[config.mk]
export PLATFORM = sky130hd
export DESIGN_NAME = wbank_ctrl
export DESIGN_NICKNAME = d
export VERILOG_FILES = /design/src/rtl/wbank_ctrl.sv
export SDC_FILE = /design/constraint.sdc
export NUM_CORES = 1
export LEC_CHECK = 0
export BUFFER_PORTS_ARGS = -buffer_cell sky130_fd_sc_hd__buf_2
export CAP_MARGIN = 10
export CORE_ASPECT_RATIO = 1.2
export CORE_MARGIN = 3
export CORE_UTILIZATION = 38
export DETAILED_ROUTE_END_ITERATION = 7
export PLACE_DENSITY = 0.79
export SYNTH_ARGS = -nofsm -noshare
export SYNTH_HDL_FRONTEND = slang
export SYNTH_SLANG_ARGS = --single-unit
export TNS_END_PERCENT = 50
[constraint.sdc]
create_clock -name clk -period 1.35 [get_ports clk]
set_clock_uncertainty 0.05 [all_clocks]
set_input_delay 0.27 -clock clk [delete_from_list [all_inputs] [get_ports clk]]
set_output_delay 0.27 -clock clk [all_outputs]
set_load 0.02 [all_outputs]
[src/rtl/wbank_ctrl.sv]
module wbank_ctrl #(
  parameter int ROM_BANK_W = 9,
  parameter int RAM_BANK_W = 4,
  parameter logic [7:0] RAM_KEY = 8'h0A
) (
  input  logic                  clk,
  input  logic                  rst_n,
  input  logic [15:0]           cpu_addr,
  input  logic [7:0]            cpu_wdata,
  input  logic                  cpu_wr,
  input  logic                  cpu_rd,
  input  logic [7:0]            rom_q,
  input  logic [7:0]            ram_q,
  output logic [7:0]            cpu_rdata,
  output logic [ROM_BANK_W-1:0] rom_hi,
  output logic [RAM_BANK_W-1:0] ram_hi,
  output logic                  rom_cs_n,
  output logic                  ram_cs_n
);
  localparam int HI_W = ROM_BANK_W - 8;

  logic [ROM_BANK_W-1:0] rom_bank;
  logic [RAM_BANK_W-1:0] ram_bank;
  logic                  ram_on;

  wire sel_en   = cpu_addr[15:13] == 3'b000;
  wire sel_lo   = cpu_addr[15:12] == 4'h2;
  wire sel_hi   = cpu_addr[15:12] == 4'h3;
  wire sel_ramb = cpu_addr[15:13] == 3'b010;
  wire win_sw   = cpu_addr[15:14] == 2'b01;
  wire win_ram  = cpu_addr[15:13] == 3'b101;

  always_ff @(posedge clk or negedge rst_n) begin
    if (!rst_n) begin
      rom_bank <= ROM_BANK_W'(1);
      ram_bank <= '0;
      ram_on   <= 1'b0;
    end else if (cpu_wr) begin
      if (sel_en)   ram_on <= (cpu_wdata == RAM_KEY);
      if (sel_lo)   rom_bank[7:0] <= cpu_wdata;
      if (sel_hi)   rom_bank[ROM_BANK_W-1:8] <= cpu_wdata[HI_W-1:0];
      if (sel_ramb) ram_bank <= cpu_wdata[RAM_BANK_W-1:0];
    end
  end

  assign rom_hi    = win_sw ? rom_bank : '0;
  assign ram_hi    = ram_bank;
  assign rom_cs_n  = ~(cpu_rd & ~cpu_addr[15]);
  assign ram_cs_n  = ~((cpu_rd | cpu_wr) & win_ram & ram_on);
  assign cpu_rdata = win_ram ? (ram_on ? ram_q : 8'hFF) : rom_q;
endmodule


# Yosys cells after proc, flatten, opt, wreduce, memory -nomap -nowiden

Cells that the tools add are included.
Widths: inputs -> output; s select.

Mux-type cells: 3
Reductions and logical operators: 5
Eq/ne operators: 6
Bitwise gates (word level): 7

Operators with widths:

| operator           | count |
|---|---|
| $mux 8             | 2 |
| $mux 9             | 1 |
| $eq 4x2->1 const B | 2 |
| $eq 8x4->1 const B | 1 |
| $reduce_and 2->1   | 4 |
| $and 1x1->1        | 3 |
| $eq 3x2->1 const B | 1 |
| $eq 3x3->1 const B | 1 |
| $logic_not 3->1    | 1 |
| $not 1->1          | 3 |
| $eq 2x1->1 const B | 1 |
| $or 1x1->1         | 1 |

Register bits: 14

# Depth between registers and ports, before layout

Gate-level depths: netlist of run 1.

Word-level depth: 4
Gate-level depth with buffers: 4

# Worst setup path before layout of run 1

OpenSTA, ideal clock, no wires.

Path type: in2out
Start point: input port cpu_addr[14]
End point: output port cpu_rdata[2]
Cell stages on the path: 3
Setup slack: -0.006 ns
Arrival time: 1.036 ns
Cells stage by stage: nand3b_1 > buf_2 > o21ai_1

Word-level cells in the longest chain between the ends: 2

RTL lines:

| what               | RTL line | RTL |
|---|---|---|
| start: declaration | 8        | `input logic [15:0] cpu_addr,` |
| $eq 3x3->1         | 31       | `wire win_ram = cpu_addr[15:13] == 3'b101;` |
| $mux 8             | 50       | `assign cpu_rdata = win_ram ? (ram_on ? ram_q : 8'hFF) : rom_q;` |
| end: declaration   | 14       | `output logic [7:0] cpu_rdata,` |

No other way between the ends.

# Final worst setup path of run 1

Start point: register ram_on
End point: output port ram_cs_n

Word-level cells in the longest chain between the ends: 2

RTL lines:

| what                     | RTL line | RTL |
|---|---|---|
| start: declaration       | 24       | `logic ram_on;` |
| start signal: assignment | 39       | `if (sel_en) ram_on <= (cpu_wdata == RAM_KEY);` |
| $and 1x1->1              | 49       | `assign ram_cs_n = ~((cpu_rd \| cpu_wr) & win_ram & ram_on);` |
| $not 1->1                | 49       |  |
| end: declaration         | 18       | `output logic ram_cs_n` |

No other way between the ends.

==> run_results.csv, run 1 <==
group,metric,value,unit
global_route,global_route.overflow_total,0,
die,boundaryPins,67,
timing,fin_ws,-0.133,ns
clocking,clk_pin_slew_worst_paths,0.08,ns
critical_path,critPathCaptureType,"output port",
timing,setup-tns-final,-1.06,ns
timing,fin_crit,1.48,ns
clocking,clock_sink_count,14,
clocking,number_of_clock_buffers_inserted_by_tritoncts,3,
drt,avgViaCountPerCell,4.63,
die,core_region_area,1940,sq um
clocking,clock_tree_root_buffer_cell,"clkbuf_4",
drt,routed-via-count,787,
drt,routedWlPerCell,11.6,um
timing,unrepaired_setup_endpoints_after_global_routing,"yes",
logic_synthesis,number_of_synthesized_register_bits,14,
logic_synthesis,synth_warn,0,
power_and_ir_drop,internal_power_consumption,0.894,mW
drt,dr.pass1.iters,4,
timing,timing.final.crit_share,110,%
clocking,clockBufferDepth,2,
critical_path,buffers_inverters_on_critical_path,2,
logic_synthesis,synth_area_per_cell,10.6,sq um
critical_path,crit_family,"flip-flops",
timing,clock.fmax,674,MHz
critical_path,worstSetupPathType,"reg2out",
cells_and_area,antennaDiodeCount,0,
global_route,grt_usage,14.5,%
power_and_ir_drop,power.switching,0.381,mW
logic_synthesis,postSynthCellCount,77,
placed_design,numPortBuffers,54,
cells_and_area,drive_gt1_share,57.7,%
critical_path,timing.critical_path.fanout_max,4,
drt,drt_drc_violations_left,0,
global_route,grt_start_max_net_pins,15,
critical_path,slowest_stage,"dfrtp_1",
power_and_ir_drop,netSwitchingFraction,29.9,%
placed_design,place.detailed.instances,163,
global_route,number_of_global_route_vias_before_repair,782,
logic_synthesis,synth_sequential_area_ratio,43.0,%
cells_and_area,utilization,66.6,%
status,status,"finished with violations",
drt,wl,1.97,mm
critical_path,worst_ep_arrival_time,1.16,ns
cells_and_area,area_growth,57.5,%
critical_path,critical_path.cell_chain,"clkinv_2 > or3_1 > buf_6",
power_and_ir_drop,clockPowerShare,22.9,%
flow_run,timing.max_cap.violations,0,
placed_design,detailedPlacementHpwl,1.58,mm
drt,antenna_violating_nets_post_route,0,
critical_path,cp_peak_stage_delay,0.35,ns
timing,report.final.hold_viol_count,0,
die,number_of_core_rows,17,
worst_hold_path,worstHoldPathType,"in2reg",
clocking,cts_tree,"yes",
timing,tightestPinTransition,0.409,ns
logic_synthesis,synthesis.area,818,sq um
die,die-area,2750,sq um
clocking,htreeDepth,1,
timing,slew_headroom,72.3,%
placed_design,gp_congestion,0.706,
status,failing_checks,"setup timing",
power_and_ir_drop,sequentialPowerShare,43.6,%
cells_and_area,num-nets-final,187,
power_and_ir_drop,power_frac_comb,33.5,%
power_and_ir_drop,power.density_cell_area,989,nW/um^2
critical_path,worstPathRequired,1.03,ns
global_route,initial_antenna_violation_count,0,
logic_synthesis,synth_cell_types,23,
power_and_ir_drop,ir_drop,0.000829,V
logic_synthesis,synthesis.nets,121,
timing,finalSetupViolations,10,
clocking,insertion_delay,0.27,ns
global_route,grt_first_pass_wirelength,3.24,mm
timing,final-max-slew-violation-count,0,
cells_and_area,non_filler_instance_count_after_layout,170,
die,initial_core_util,42.3,%
power_and_ir_drop,total_leakage_power,0.672,nW
die,die_height,56.8,um
die,die_width,48.4,um
power_and_ir_drop,total_chip_power,1.27,mW
critical_path,worstSetupStartpointType,"flop",
drt,first_iter_violations,9,
==> flip-flops by register name, summed over array words and instances (netlist names) <==
name,count
rom_bank,9
ram_on,1
ram_hi,4
==> metrics by stage <==
stage	cell area (sq um)	hold WS (ns)	setup WS [ns]
after floorplan	818	-0.0756	-0.00562
after global placement	1170	0.120	-0.0847
after detailed placement	1170	0.127	-0.107
after CTS	1260	0.172	-0.144
after global routing	1290	0.177	-0.204
final	1290	0.177	-0.133
==> cell usage in the layout, fill, tap and decap left out, drive strengths merged, types with 4 or more instances in the layout <==
cell and instances:
and2 9, buf 61, dfrtp 13, clkbuf 4
o21ai 9, mux2 13, nor2 11, nand2 8
==> power groups by stage <==
stage | Clock, mW | Sequential, mW | Combinational (mW)
after floorplan | 0 | 0.585 | 0.198
after global placement | 0 | 0.557 | 0.385
after detailed placement | 0 | 0.562 | 0.397
after CTS | 0.300 | 0.557 | 0.421
after global routing | 0.316 | 0.567 | 0.464
final | 0.292 | 0.556 | 0.427
==> logic make-up after synthesis <==
kind of cell	synth area share, %
flip-flops	43.0
AO/OA/AOI/OAI	5.50
buffers and inverters	1.53
AND/OR/NAND/NOR	30.3
multiplexers	19.7
==> final cells by class <==
cell class	count	area, sq um
inverters	2	8.76
repair buffers	62	384
well taps	28	35.0
fillers	157	647
multi-input cells	60	473
clock buffers	4	36.3
flip-flops and latches	14	352
==> worst reg2reg max path: stages, from the launching register on <==
cell      delay, ns
dfrtp_1        0.35
clkinv_2       0.08
buf_4          0.13
o21ai_0        0.15
==> layer usage <==
layer | share of wire, % | global-route usage, % | vias up
li1 | - | - | 395
met1 | 40 | 15.9 | 348
met2 | 49 | 26.6 | 44
met3 | 11 | 3.98 | 0
met4 | 0 | 4.88 | 0
met5 | 0 | 0 | -
==> Yosys cell counts <==
master	instances	area share [%]
clkinv_1	1	0.46
nor2b_4	1	1.7
or3_1	1	0.77
dfstp_2	1	3.2
nand2b_1	1	0.77
o21ai_0	7	4.3
and3b_4	1	1.5
nor4b_1	1	1.1
buf_2	1	0.61
nor2_1	10	4.6
nor4bb_1	1	1.2
nand3_1	1	0.61
mux2_4	4	7.3
and2_1	9	6.9
nand2_1	8	3.7
dfrtp_1	13	40
o21ai_1	2	1.2
inv_1	1	0.46
nor4_1	1	0.77
nand3b_1	1	0.92
nor2_8	1	2.4
nand4bb_4	1	3.4
mux2_1	9	12
==> what timing repair did <==
action,in CTS,in global routing
pin swaps,2,0
buffers inserted,2,0
setup endpoints to repair,10,13
hold buffers,1,0
cloned,0,0
endpoints found under the hold margin,13,0
gates resized for setup,19,9
==> final timing paths <==
path / startpoint / endpoint / slack [ns] / depth (start not counted)
max: ram_on$_DFFE_PN0P_ / ram_cs_n / -0.13 / 3
min: cpu_wdata[4] / rom_bank[4]$_DFFE_PN0P_ / 0.18 / 2
max reg2reg: ram_on$_DFFE_PN0P_ / ram_on$_DFFE_PN0P_ / 0.52 / 3
max in group asynchronous: rst_n / rom_bank[0]$_DFFE_PN1P_ / 0.59 / 2
min reg2reg: rom_bank[4]$_DFFE_PN0P_ / rom_bank[4]$_DFFE_PN0P_ / 0.43 / 1
min in group asynchronous: rst_n / rom_bank[3]$_DFFE_PN0P_ / 0.38 / 2
Note: power is estimated with default switching activity, not from simulation.
==> inputs of run 2 (changes only) <==
==> constraint.sdc (replaced) <==
create_clock -name clk -period 1.5 [get_ports clk]
set_clock_uncertainty 0.05 [all_clocks]
set_input_delay 0.3 -clock clk [delete_from_list [all_inputs] [get_ports clk]]
set_output_delay 0.3 -clock clk [all_outputs]
set_load 0.02 [all_outputs]
==> run 2 against run 1 <==
  * The flow still finishes with violations (setup timing)
  * Setup slack better by 0.13 ns
  * Sequential power is 9.4% lower
  * Register-to-register slack better by 0.04 ns
  * Routed wire length grew 4.7%
  * Clock power decreased by 11%
  * Critical path depth grew 2
  * Sequential cell count stayed put
  * Non-clock buffer count fell by 1
  * Utilization is 0.91 points lower
  * First-iteration DRC count decreased by 11%
  * Total power is 11% lower
==> run_results.csv, run 2 (synthesis results as in run 1) <==
group,metric,value,unit
status,status,"finished with violations",
status,failing_checks,"setup timing",
clocking,clockBufferDepth,2,
die,core_region_area,1940,sq um
drt,drt_drc_violations_left,0,
clocking,insertion_delay,0.27,ns
die,number_of_core_rows,17,
cells_and_area,antennaDiodeCount,0,
global_route,grt_start_max_net_pins,15,
clocking,htreeDepth,1,
critical_path,timing.critical_path.fanout_max,7,
die,die_width,48.4,um
drt,routed-via-count,798,
drt,routed.top_layer,"met3",
clocking,clk_pin_slew_worst_paths,0.08,ns
power_and_ir_drop,power.density_cell_area,897,nW/um^2
power_and_ir_drop,ir_drop,0.000730,V
cells_and_area,drive_gt1_share,55.3,%
critical_path,worstReg2RegEnd,"ram_on$_DFFE_PN0P_",
clocking,clock_sink_count,14,
die,initial_core_util,42.3,%
global_route,number_of_global_route_vias_before_repair,810,
placed_design,numPortBuffers,54,
critical_path,critPathCaptureType,"output port",
global_route,global_route.overflow_total,0,
drt,wl_met1,806,um
worst_hold_path,end_point_of_the_worst_hold_path,"rom_bank[5]$_DFFE_PN0P_",
placed_design,preCtsSetupSlack,-0.0154,ns
timing,clock.fmax,664,MHz
cells_and_area,layout.cells.most_common,"buf_2",
timing,fin_crit,1.51,ns
timing,slew_headroom,77.4,%
drt,antenna_violating_nets_post_route,0,
critical_path,worstSetupPathType,"reg2out",
timing,finalSetupViolations,2,
drt,wire_length_on_met3,250,um
timing,final-max-slew-violation-count,0,
clocking,cts_tree,"yes",
timing,unrepaired_setup_endpoints_after_global_routing,"yes",
global_route,grt_first_pass_wirelength,3.48,mm
critical_path,worstPathRequired,1.15,ns
drt,avgViaCountPerCell,4.72,
timing,fin_ws,-0.00657,ns
worst_hold_path,holdCritStartpoint,"cpu_wdata[5]",
placed_design,detailedPlacementHpwl,1.66,mm
die,die_height,56.8,um
clocking,clock_tree_root_buffer_cell,"clkbuf_4",
placed_design,gp_congestion,0.714,
drt,wl,2.06,mm
worst_hold_path,whs_path_depth,2,
flow_run,timing.max_cap.violations,0,
global_route,initial_antenna_violation_count,0,
drt,dr.pass1.iters,4,
die,boundaryPins,67,
critical_path,ff2ff_setup_slack,0.56,ns
die,die-area,2750,sq um
clocking,number_of_clock_buffers_inserted_by_tritoncts,3,
critical_path,worstSetupStartpointType,"flop",
placed_design,dpl_cell_area,1160,sq um
timing,tightestPinTransition,0.335,ns
critical_path,critical_path.reg2reg.startpoint,"ram_on$_DFFE_PN0P_",
cells_and_area,num-nets-final,186,
cells_and_area,area_growth,55.4,%
worst_hold_path,worstHoldPathType,"in2reg",
drt,met2_length,1.01,mm
drt,routedWlPerCell,12.2,um
cells_and_area,fillerInstances,158,
timing,setup-tns-final,-0.0124,ns
cells_and_area,design_area,1270,sq um
global_route,grt_usage,15.9,%
timing,report.final.hold_viol_count,0,
critical_path,worst_r2r_path_depth,4,
cells_and_area,mostFrequentLayoutCells,"45 x buf_2, 13 x dfrtp_1, 11 x buf_4, 9 x and2_1, 9 x mux2_1",
cells_and_area,top_register,"rom_bank",
cells_and_area,largest_register_ff_count,9,
timing,timing.final.crit_share,100,%
critical_path,worst_ep_arrival_time,1.16,ns
drt,first_iter_violations,8,
power_and_ir_drop,total_leakage_power,0.670,nW
==> run 2: cell count changes in the layout (fill, tap and decap cells not counted), sizes merged <==
cell	previous run	this run
buf	61	60
==> run 2: where the power goes <==
group	leakage (nW)	switching [mW]	internal, mW
Combinational	0.479	0.191	0.188
Sequential	0.170	0.0406	0.463
Clock	0.0210	0.111	0.147
==> run 2: timing repair <==
action / in CTS / in global routing
hold buffers: 1 / 0
endpoints found under the setup margin: 7 / 9
buffers inserted: 2 / 0
pin swaps: 3 / 2
gates resized for setup: 15 / 8
hold endpoints to repair: 13 / 0
==> run 2: how the worst max path moves through the flow <==
stage	start	endpoint	slack, ns	cells past startpoint
floorplan	cpu_addr[14]	cpu_rdata[2]	0.08	3
global placement	cpu_addr[14]	cpu_rdata[7]	0.008	5
detailed placement	cpu_addr[14]	cpu_rdata[7]	-0.02	5
CTS	ram_on$_DFFE_PN0P_	cpu_rdata[7]	-0.02	5
global route	ram_on$_DFFE_PN0P_	cpu_rdata[4]	-0.09	5
finish	ram_on$_DFFE_PN0P_	cpu_rdata[7]	-0.007	5
==> run 2: area by class of cell <==
cell class	instances	area (sq um)	area share (%)
sequential	14	352	27.7
inverter	2	8.76	0.689
clock buffer	4	36.3	2.85
timing repair buffer	61	372	29.2
tap	28	35.0	2.76
multi-input combinational	60	468	36.8
==> run 2: metrics by stage <==
stage | instances | power (mW) | util, % | hold WS (ns)
2_1_floorplan | 77 | 0.704 | - | -0.0456
3_3_place_gp | 162 | 0.847 | 60.0 | 0.150
3_5_place_dp | 162 | 0.864 | 60.0 | 0.157
4_1_cts | 169 | 1.14 | 64.5 | 0.199
5_1_grt | 169 | 1.21 | 65.7 | 0.209
6_report | 169 | 1.14 | 65.7 | 0.206
==> run 2: metal layers <==
metal  up-vias  track usage, %
li1        395               -
met1       355            17.7
met2        48            28.5
met3         0            5.04
met4         0            4.88
met5         -               0
==> run 2: worst max-delay path: stages, from the launching register on <==
cell      delay, ns
dfrtp_1        0.38
clkinv_2       0.06
buf_6          0.11
nor2_1         0.05
o21ai_1        0.12
buf_4          0.16
==> inputs of run 3 (changes only) <==
--- a/config.mk
+++ b/config.mk
@@ -11,7 +11,7 @@
 export CORE_MARGIN = 3
 export CORE_UTILIZATION = 38
 export DETAILED_ROUTE_END_ITERATION = 7
-export PLACE_DENSITY = 0.79
+export PLACE_DENSITY = 0.78
 export SYNTH_ARGS = -nofsm -noshare
 export SYNTH_HDL_FRONTEND = slang
 export SYNTH_SLANG_ARGS = --single-unit
==> run 3 against run 2 <==
  * Global-route usage is 1.4 points lower
  * The run still ends with setup timing left
  * Final cell count is the same
  * Critical endpoint is now ram_cs_n
  * Worst hold slack improved by 0.0040 ns
  * Die area unchanged
==> run_results.csv, run 3 (synthesis results as in run 1) <==
group,metric,value,unit
critical_path,worstPathRequired,1.15,ns
global_route,grt_usage,14.4,%
cells_and_area,layout.cells.most_common,"buf_2",
cells_and_area,drive_gt1_share,54.6,%
flow_run,timing.max_cap.violations,0,
timing,finalHoldWorstSlack,0.210,ns
timing,finalSetupViolations,6,
status,failing_checks,"setup timing",
die,number_of_core_rows,17,
die,core_region_area,1940,sq um
placed_design,gp_congestion,0.682,
timing,slew_headroom,70.8,%
timing,final-max-slew-violation-count,0,
timing,setup-tns-final,-0.0773,ns
clocking,insertion_delay,0.27,ns
status,status,"finished with violations",
critical_path,worstSetupStartpointType,"flop",
critical_path,worst_ep_arrival_time,1.19,ns
die,boundaryPins,67,
worst_hold_path,whs_path_depth,2,
power_and_ir_drop,total_chip_power,1.13,mW
cells_and_area,mostFrequentLayoutCells,"47 x buf_2, 13 x dfrtp_1, 10 x buf_4",
timing,clock.fmax,651,MHz
clocking,number_of_clock_buffers_inserted_by_tritoncts,3,
critical_path,worstSetupPathType,"reg2out",
die,die_height,56.8,um
die,initial_core_util,42.3,%
drt,antenna_violating_nets_post_route,0,
placed_design,detailedPlacementHpwl,1.57,mm
global_route,grt_first_pass_wirelength,3.23,mm
power_and_ir_drop,power.density_cell_area,896,nW/um^2
cells_and_area,area_growth,54.6,%
drt,avgViaCountPerCell,4.61,
critical_path,worst_r2r_path_depth,3,
power_and_ir_drop,ir_drop,0.000728,V
placed_design,dpl_cell_area,1160,sq um
clocking,clockBufferDepth,2,
timing,fin_crit,1.54,ns
drt,routedWlPerCell,12.0,um
global_route,global_route.overflow_total,0,
drt,wl,2.03,mm
die,die_width,48.4,um
global_route,number_of_global_route_vias_before_repair,747,
clocking,clk_pin_slew_worst_paths,0.09,ns
global_route,initial_antenna_violation_count,0,
cells_and_area,design_area,1260,sq um
clocking,clock_sink_count,14,
critical_path,timing.critical_path.fanout_max,4,
cells_and_area,top_register,"rom_bank",
clocking,htreeDepth,1,
power_and_ir_drop,total_leakage_power,0.668,nW
clocking,cts_tree,"yes",
die,die-area,2750,sq um
timing,fin_ws,-0.0359,ns
worst_hold_path,worstHoldPathType,"in2reg",
cells_and_area,antennaDiodeCount,0,
drt,dr.pass1.iters,2,
timing,tightestPinTransition,0.432,ns
critical_path,critPathCaptureType,"output port",
clocking,clock_tree_root_buffer_cell,"clkbuf_4",
cells_and_area,num-nets-final,186,
drt,drt_drc_violations_left,0,
placed_design,preCtsSetupSlack,0.00755,ns
drt,first_iter_violations,8,
timing,timing.final.crit_share,102,%
global_route,grt_start_max_net_pins,15,
drt,routed-via-count,779,
placed_design,numPortBuffers,54,
timing,report.final.hold_viol_count,0,
cells_and_area,largest_register_ff_count,9,
timing,unrepaired_setup_endpoints_after_global_routing,"yes",
-- run 3: cell counts in the layout (fill, tap and decap cells not counted) --
No cell type changed its count.
-- run 3: final timing paths --
check                                         from                 endpoint  slack, ns
setup / recovery                ram_on$_DFFE_PN0P_                 ram_cs_n      -0.04
hold / removal                        cpu_wdata[7]  rom_bank[7]$_DFFE_PN0P_       0.21
setup reg to reg                ram_on$_DFFE_PN0P_       ram_on$_DFFE_PN0P_       0.67
hold reg to reg            rom_bank[7]$_DFFE_PN0P_  rom_bank[7]$_DFFE_PN0P_       0.43
max in group asynchronous                    rst_n  rom_bank[0]$_DFFE_PN1P_       0.73
min in group asynchronous                    rst_n  rom_bank[2]$_DFFE_PN0P_       0.39
-- run 3: area by class of cell --
type	instances	area [sq um]
repair buffers	61	363
flip-flops and latches	14	352
well taps	28	35.0
clock buffers	4	36.3
inverters	2	8.76
multi-input cells	60	470
fillers	159	671
-- run 3: report_power, final --
group	total [mW]	switching, mW	internal [mW]
Combinational	0.370	0.186	0.184
Sequential	0.498	0.0355	0.463
Clock	0.265	0.118	0.147
Total	1.13	0.339	0.794
-- run 3: layer usage --
layer  wire (um)  global-route usage (%)
met2         997                    27.0
met1         831                    15.8
met3         202                    4.24
met4           0                    3.66
met5           0                       0
-- run 3: worst max-delay path: stages, from the launching register on --
cell      delay, ns
dfrtp_1        0.35
clkinv_2       0.08
or3_4          0.34
buf_6          0.14
-- run 3: through the flow --
step                      std cells  util [%]
after global placement          162      60.0
final                           169      65.4
after floorplan                  77         -
after CTS                       169      64.5
after global routing            169      65.4
after detailed placement        162      60.0
-- run 3: what timing repair did --
action | CTS | global route
endpoints found under the hold margin | 13 | 0
pin swaps | 2 | 0
buffers inserted | 2 | 0
hold buffers | 1 | 0
resized for setup | 15 | 5
endpoints found under the setup margin | 7 | 9
